## config.mk

```make
export PLATFORM = sky130hd
export DESIGN_NAME = dual_down_timer
export DESIGN_NICKNAME = d
export VERILOG_FILES = /design/src/rtl/dtimer_pkg.sv /design/src/rtl/dtimer_rst_sync.sv /design/src/rtl/dtimer_prescaler.sv /design/src/rtl/dtimer_channel.sv /design/src/rtl/dual_down_timer.sv
export SDC_FILE = /design/constraint.sdc
export NUM_CORES = 1
export LEC_CHECK = 0
export ABC_AREA = 1
export BUFFER_PORTS_ARGS = -buffer_cell sky130_fd_sc_hd__buf_4
export CORE_MARGIN = 2
export CORE_UTILIZATION = 28
export CTS_BUF_LIST = sky130_fd_sc_hd__clkbuf_8
export DETAILED_ROUTE_END_ITERATION = 8
export PLACE_DENSITY = 0.45
export SKIP_LAST_GASP = 1
export SYNTH_ARGS = -nofsm -noshare
export SYNTH_HDL_FRONTEND = slang
export SYNTH_SLANG_ARGS = --single-unit
```

## constraint.sdc

```tcl
create_clock -name clk -period 5.31 [get_ports clk]
set_input_delay 0 -clock clk [delete_from_list [all_inputs] [get_ports clk]]
set_output_delay 0 -clock clk [all_outputs]
set_load 0.01 [all_outputs]
```

## src/rtl/dtimer_pkg.sv

```systemverilog
package dtimer_pkg;

  // Rate choice held in the control register
  typedef enum logic [1:0] {
    PS_DIV1    = 2'b00,
    PS_DIV16   = 2'b01,
    PS_DIV256  = 2'b10,
    PS_DIV256B = 2'b11
  } ps_sel_e;

  typedef struct packed {
    logic    en;
    logic    periodic;
    ps_sel_e ps;
  } tmr_ctrl_t;

  // Control word bit positions
  localparam int CTRL_EN_BIT   = 7;
  localparam int CTRL_MODE_BIT = 6;
  localparam int CTRL_PS_LSB   = 2;

  // Per-timer slot layout
  localparam int SLOT_LOG = 5;
  localparam logic [SLOT_LOG-1:0] OFF_LOAD  = 5'h00;
  localparam logic [SLOT_LOG-1:0] OFF_VALUE = 5'h04;
  localparam logic [SLOT_LOG-1:0] OFF_CTRL  = 5'h08;
  localparam logic [SLOT_LOG-1:0] OFF_CLEAR = 5'h0C;

endpackage

```

## src/rtl/dtimer_rst_sync.sv

```systemverilog
module dtimer_rst_sync #(
  parameter int STAGES = 2
) (
  input  logic clk,
  input  logic rst_n,
  output logic rst_sync_n
);

  logic [STAGES-1:0] sync_q;

  // Assert at once, release after STAGES edges
  always_ff @(posedge clk or negedge rst_n) begin
    if (!rst_n) sync_q <= '0;
    else        sync_q <= {sync_q[STAGES-2:0], 1'b1};
  end

  assign rst_sync_n = sync_q[STAGES-1];

endmodule

```

## src/rtl/dtimer_prescaler.sv

```systemverilog
module dtimer_prescaler #(
  parameter int MID_LOG  = 4,
  parameter int SLOW_LOG = 8
) (
  input  logic clk,
  input  logic rst_n,
  output logic tick_mid,
  output logic tick_slow
);

  logic [SLOW_LOG-1:0] div_q, div_d;

  always_comb div_d = div_q + SLOW_LOG'(1);

  always_ff @(posedge clk or negedge rst_n) begin
    if (!rst_n) div_q <= '0;
    else        div_q <= div_d;
  end

  // One-cycle pulses at the all-ones points of the free count
  assign tick_mid  = &div_q[MID_LOG-1:0];
  assign tick_slow = &div_q;

endmodule

```

## src/rtl/dtimer_channel.sv

```systemverilog
module dtimer_channel
  import dtimer_pkg::*;
#(
  parameter int CNT_W = 16
) (
  input  logic             clk,
  input  logic             rst_n,
  input  logic             tick_mid,
  input  logic             tick_slow,
  input  logic             wr_load,
  input  logic             wr_ctrl,
  input  logic             wr_clr,
  input  logic [CNT_W-1:0] wdata,
  output logic [CNT_W-1:0] load_q,
  output logic [CNT_W-1:0] cnt_q,
  output tmr_ctrl_t        ctrl_q,
  output logic             irq_q
);

  logic [CNT_W-1:0] load_d, cnt_d, step_val;
  tmr_ctrl_t        ctrl_d;
  logic             irq_d;
  logic             tick_sel, tick, hit_zero;

  // Rate selection from the shared pulses
  always_comb begin
    case (ctrl_q.ps)
      PS_DIV1:  tick_sel = 1'b1;
      PS_DIV16: tick_sel = tick_mid;
      default:  tick_sel = tick_slow;
    endcase
  end

  assign tick = ctrl_q.en & tick_sel;

  // Value after one step: decrement, or wrap/reload from zero
  always_comb begin
    if (cnt_q == '0) step_val = ctrl_q.periodic ? load_q : '1;
    else             step_val = cnt_q - CNT_W'(1);
  end

  assign hit_zero = tick & ~wr_load & (step_val == '0);

  always_comb begin
    load_d = load_q;
    cnt_d  = cnt_q;
    ctrl_d = ctrl_q;
    irq_d  = irq_q;
    if (wr_load) begin
      load_d = wdata;
      cnt_d  = wdata;
    end else if (tick) begin
      cnt_d = step_val;
    end
    if (wr_ctrl) begin
      ctrl_d.en       = wdata[CTRL_EN_BIT];
      ctrl_d.periodic = wdata[CTRL_MODE_BIT];
      ctrl_d.ps       = ps_sel_e'(wdata[CTRL_PS_LSB +: 2]);
    end
    if (hit_zero)    irq_d = 1'b1;
    else if (wr_clr) irq_d = 1'b0;
  end

  always_ff @(posedge clk or negedge rst_n) begin
    if (!rst_n) begin
      load_q <= '0;
      cnt_q  <= '0;
      ctrl_q <= '0;
      irq_q  <= 1'b0;
    end else begin
      load_q <= load_d;
      cnt_q  <= cnt_d;
      ctrl_q <= ctrl_d;
      irq_q  <= irq_d;
    end
  end

endmodule

```

## src/rtl/dual_down_timer.sv

```systemverilog
module dual_down_timer
  import dtimer_pkg::*;
#(
  parameter int NUM_TMR = 2,
  parameter int CNT_W   = 16,
  parameter int MID_LOG = 4,
  parameter int SLOW_LOG = 8,
  parameter int IDX_W   = (NUM_TMR > 1) ? $clog2(NUM_TMR) : 1,
  parameter int ADDR_W  = SLOT_LOG + IDX_W
) (
  input  logic               clk,
  input  logic               rst_n,
  input  logic               reg_wr,
  input  logic               reg_rd,
  input  logic [ADDR_W-1:0]  reg_addr,
  input  logic [CNT_W-1:0]   reg_wdata,
  output logic [CNT_W-1:0]   reg_rdata,
  output logic [NUM_TMR-1:0] irq
);

  logic                rst_sync_n;
  logic                tick_mid, tick_slow;
  logic [IDX_W-1:0]    slot_idx;
  logic [SLOT_LOG-1:0] slot_off;

  logic [NUM_TMR-1:0]            wr_load, wr_ctrl, wr_clr, irq_all;
  logic [NUM_TMR-1:0][CNT_W-1:0] load_all, cnt_all, ctrl_word;
  tmr_ctrl_t [NUM_TMR-1:0]       ctrl_all;
  logic [CNT_W-1:0]              rd_d, rdata_q;

  dtimer_rst_sync #(.STAGES(2)) u_rst (
    .clk        (clk),
    .rst_n      (rst_n),
    .rst_sync_n (rst_sync_n)
  );

  dtimer_prescaler #(.MID_LOG(MID_LOG), .SLOW_LOG(SLOW_LOG)) u_ps (
    .clk       (clk),
    .rst_n     (rst_sync_n),
    .tick_mid  (tick_mid),
    .tick_slow (tick_slow)
  );

  assign slot_idx = reg_addr[ADDR_W-1:SLOT_LOG];
  assign slot_off = reg_addr[SLOT_LOG-1:0];

  for (genvar gi = 0; gi < NUM_TMR; gi++) begin : g_tmr
    logic sel;
    assign sel         = (slot_idx == IDX_W'(gi));
    assign wr_load[gi] = reg_wr & sel & (slot_off == OFF_LOAD);
    assign wr_ctrl[gi] = reg_wr & sel & (slot_off == OFF_CTRL);
    assign wr_clr[gi]  = reg_wr & sel & (slot_off == OFF_CLEAR);

    dtimer_channel #(.CNT_W(CNT_W)) u_ch (
      .clk       (clk),
      .rst_n     (rst_sync_n),
      .tick_mid  (tick_mid),
      .tick_slow (tick_slow),
      .wr_load   (wr_load[gi]),
      .wr_ctrl   (wr_ctrl[gi]),
      .wr_clr    (wr_clr[gi]),
      .wdata     (reg_wdata),
      .load_q    (load_all[gi]),
      .cnt_q     (cnt_all[gi]),
      .ctrl_q    (ctrl_all[gi]),
      .irq_q     (irq_all[gi])
    );

    always_comb begin
      ctrl_word[gi]                      = '0;
      ctrl_word[gi][CTRL_EN_BIT]         = ctrl_all[gi].en;
      ctrl_word[gi][CTRL_MODE_BIT]       = ctrl_all[gi].periodic;
      ctrl_word[gi][CTRL_PS_LSB +: 2]    = ctrl_all[gi].ps;
    end

    assign irq[gi] = irq_all[gi];
  end

  // Read selection
  always_comb begin
    rd_d = '0;
    for (int i = 0; i < NUM_TMR; i++) begin
      if (slot_idx == IDX_W'(i)) begin
        case (slot_off)
          OFF_LOAD:  rd_d = load_all[i];
          OFF_VALUE: rd_d = cnt_all[i];
          OFF_CTRL:  rd_d = ctrl_word[i];
          default:   rd_d = '0;
        endcase
      end
    end
  end

  always_ff @(posedge clk or negedge rst_sync_n) begin
    if (!rst_sync_n)  rdata_q <= '0;
    else if (reg_rd)  rdata_q <= rd_d;
  end

  assign reg_rdata = rdata_q;

endmodule

```

==> run metrics <==
outcome=completed; Achievable Freq=0.392 GHz; routing usage on met3=3.26%; Worst Skew=0.0129 ns; Pins Over Slew Limit=0; post-synthesis adder-cell area fraction=1.06%; crit start category=flip-flop; met1 usage=26.8%; warnings from Yosys=0; Clock Tree Root=clkbuf_8; biggest area consumer among synthesized cells=dfrtp_1; drt first pass iters=5; ys async rst share=100%; leak pwr=3.30 nW; core area=20900 sq um; XOR/XNOR Fraction of Synth Area=1.03%; clk_lat worst skew=0.39 ns; max_cap viols=0; Routed WL=20200 microns; Final Net Count=884; worst hold slack=0.0854 ns; vias per std cell=4.94; worst setup margin=2.76 ns; cells after synthesis=799; H-Tree Depth=3; global-route wire length before repair=31400 microns; main combinational cell family by area after synthesis=simple AND/OR/NAND/NOR gates; relative slew slack=42.8%; Die Y=149 microns; critical path data arrival time=2.83 ns; top-count cell post-synth=nand2_1; overall power=0.00298 W; initial antenna violation count=0; Crit. End Element=flip-flop; Die X=149 microns; Synth Net Count=830; Top Usage Layer GRT=met2; Hold/Removal Path Class=input port to flip-flop; total track usage=18.7%; hold buffer count at CTS=20; # clock sinks=100; CTS tree=done; Seq/Total Area, Yosys=42.2%; Hold Fails Final Rpt=0; synth unique cells=35; peak fanout along the critical path=13; share of post-route cells with drive strength above 1=11.8%; Worst Path Required=5.59 ns; post-DR wirelength/cell=17.8 microns; global route overflow=0; die area=22300 sq um; Yosys reg bits=100; Syn Area/Cell=7.42 sq um; Cell Rows=53; PwrDens=433 nW/um^2; largest net degree at the start of global routing=52; hpwl dp=15300 microns; crit path time final=2.55 ns; period utilization=48.0%; pre-CTS worst setup slack=2.67 ns; post-CTS sizing=0; GRT met2 Usage=29.4%; vias in the first global route=5459; Slew @ Worst Pin=0.857 ns; Remaining DRCs=0; Layout area overhead=16.2%; dominant cells by area after synthesis=dfrtp_1 (42%), nand2_1 (14%), inv_1 (7.2%), nand3_1 (5.7%), o21ai_0 (5.4%); simple-gate share of the synthesized area=29.1%; Initial Util=28.4%; CTS buffer count=9; final setup violation count=0; VDD IR-drop max=113 uV; clock transition at the registers of the reported paths=0.10 ns; clock buffer depth=2; Post-Syn Area=5930 sq um; num ports=44; Antenna diodes=0; Setup Fix Bufs, Post-CTS=0; Vias=5593; post-layout util=33.0%; total negative slack=0 ns; mux contribution to synthesized area=0%; Main synth FF type=dfrtp_1; WS Path Type=flip-flop to flip-flop; Synth top cells by count=nand2_1 (224), inv_1 (114), dfrtp_1 (100), nand3_1 (67), o21ai_0 (64); Yosys top cell area share=42.2%; placer's final routability congestion estimate=0.849; Post-synth EDFFs=0; DR iter-0 viols=352; Synth Area in Compound Gates=16.9%; port bufs=43; ANT nets after route=0; RSZ-0062 raised after global routing=false
## kinds of logic (layout without fill, tap and decap cells)
logic type / after synthesis / in the layout
buffers and inverters: 144 / 203
adders and majority gates: 5 / 5
and+or+nand+nor: 386 / 386
DFF: 100 / 100
other: 1 / 1
AOI/OAI and AO/OA: 156 / 156
xor gates and xnor gates: 7 / 7
## worst max-delay path: stages, from the launching register on
cell	delay, ns
dfrtp_1	0.38
ha_1	0.18
nand3_1	0.19
nor2_1	0.21
nand2_1	0.14
nand2_1	0.12
nand3_1	0.53
inv_1	0.42
nand3_1	0.12
o221ai_1	0.08
inv_1	0.06
## area by class of cell
| cell class | count | area (sq um) |
|---|---|---|
| Tap cell | 275 | 344 |
| Clock buffer | 11 | 151 |
| Fill cell | 2332 | 14000 |
| Multi-Input combinational cell | 555 | 2850 |
| Timing Repair Buffer | 66 | 546 |
| Clock inverter | 5 | 28.8 |
| Sequential cell | 100 | 2510 |
| Inverter | 121 | 454 |
## layout by cell type, fill, tap and decap left out, types with 2 or more instances in the layout
| master | synthesis | final |
|---|---|---|
| nand3_2 | 2 | 2 |
| xnor2_1 | 3 | 3 |
| o21ai_1 | 10 | 10 |
| nor2_8 | 2 | 2 |
| nand4_1 | 4 | 4 |
| a221oi_1 | 6 | 6 |
| o21ai_2 | 2 | 2 |
| ha_1 | 5 | 5 |
| dfrtp_1 | 100 | 99 |
| dlygate4sd3_1 | 0 | 20 |
| nor2_2 | 11 | 11 |
| clkinv_1 | 2 | 2 |
| nand2_1 | 224 | 224 |
| o2111ai_1 | 3 | 3 |
| nor2_4 | 8 | 8 |
| inv_2 | 5 | 5 |
| clkbuf_8 | 0 | 11 |
| o211ai_1 | 20 | 20 |
| buf_4 | 3 | 46 |
| nand2_4 | 3 | 3 |
| o221ai_1 | 28 | 28 |
| xor2_1 | 4 | 4 |
| o21ai_0 | 64 | 64 |
| o22ai_1 | 16 | 16 |
| nand2_2 | 6 | 6 |
| nor2_1 | 56 | 56 |
| nor3_1 | 2 | 2 |
| a21oi_1 | 5 | 5 |
| nand3_1 | 67 | 67 |
| inv_1 | 114 | 116 |
## per-layer routing
| metal | vias up | routed length [microns] |
|---|---|---|
| met5 | - | 0 |
| met4 | 0 | 246 |
| met3 | 15 | 668 |
| met2 | 137 | 9130 |
| met1 | 2692 | 10100 |
| li1 | 2749 | - |
## worst paths after layout
check	start	to	slack, ns	cells past startpoint
min reg2reg	u_rst.sync_q[0]$_DFF_PN0_	u_rst.sync_q[1]$_DFF_PN0_	0.36	0
min	reg_addr[2]	g_tmr[0].u_ch.irq_q$_DFFE_PN0P_	0.09	4
max reg2reg	u_ps.div_q[0]$_DFF_PN0_	g_tmr[1].u_ch.cnt_q[15]$_DFFE_PN0P_	2.76	10
max	u_ps.div_q[0]$_DFF_PN0_	g_tmr[1].u_ch.cnt_q[15]$_DFFE_PN0P_	2.76	10
min in group asynchronous	u_rst.sync_q[1]$_DFF_PN0_	g_tmr[0].u_ch.cnt_q[3]$_DFFE_PN0P_	0.37	0
max in group asynchronous	u_rst.sync_q[1]$_DFF_PN0_	g_tmr[1].u_ch.cnt_q[11]$_DFFE_PN0P_	3.77	1
## stage by stage
| stage | instances | area [sq um] |
|---|---|---|
| 6_report | 1133 | 6880 |
| 5_1_grt | 1133 | 6880 |
| 4_1_cts | 1133 | 6880 |
| 3_5_place_dp | 1097 | 6500 |
| 3_3_place_gp | 1097 | 6500 |
| 2_1_floorplan | 799 | 5930 |
## state kept, by name, indices dropped and copies added (netlist names)
signal,count
g_tmr.u_ch.irq_q,2
g_tmr.u_ch.load_q,32
u_rst.sync_q,2
g_tmr.u_ch.ctrl_q,8
u_ps.div_q,8
reg_rdata,16
g_tmr.u_ch.cnt_q,32
## power breakdown
part	switching, W	total [W]	internal, W	leakage [nW]
registers	0.000200	0.00113	0.000926	1.23
clock network	0.000283	0.000477	0.000193	0.0979
logic	0.000936	0.00138	0.000446	1.97
total	0.00142	0.00298	0.00156	3.30
Note: power is estimated with default switching activity, not from simulation.
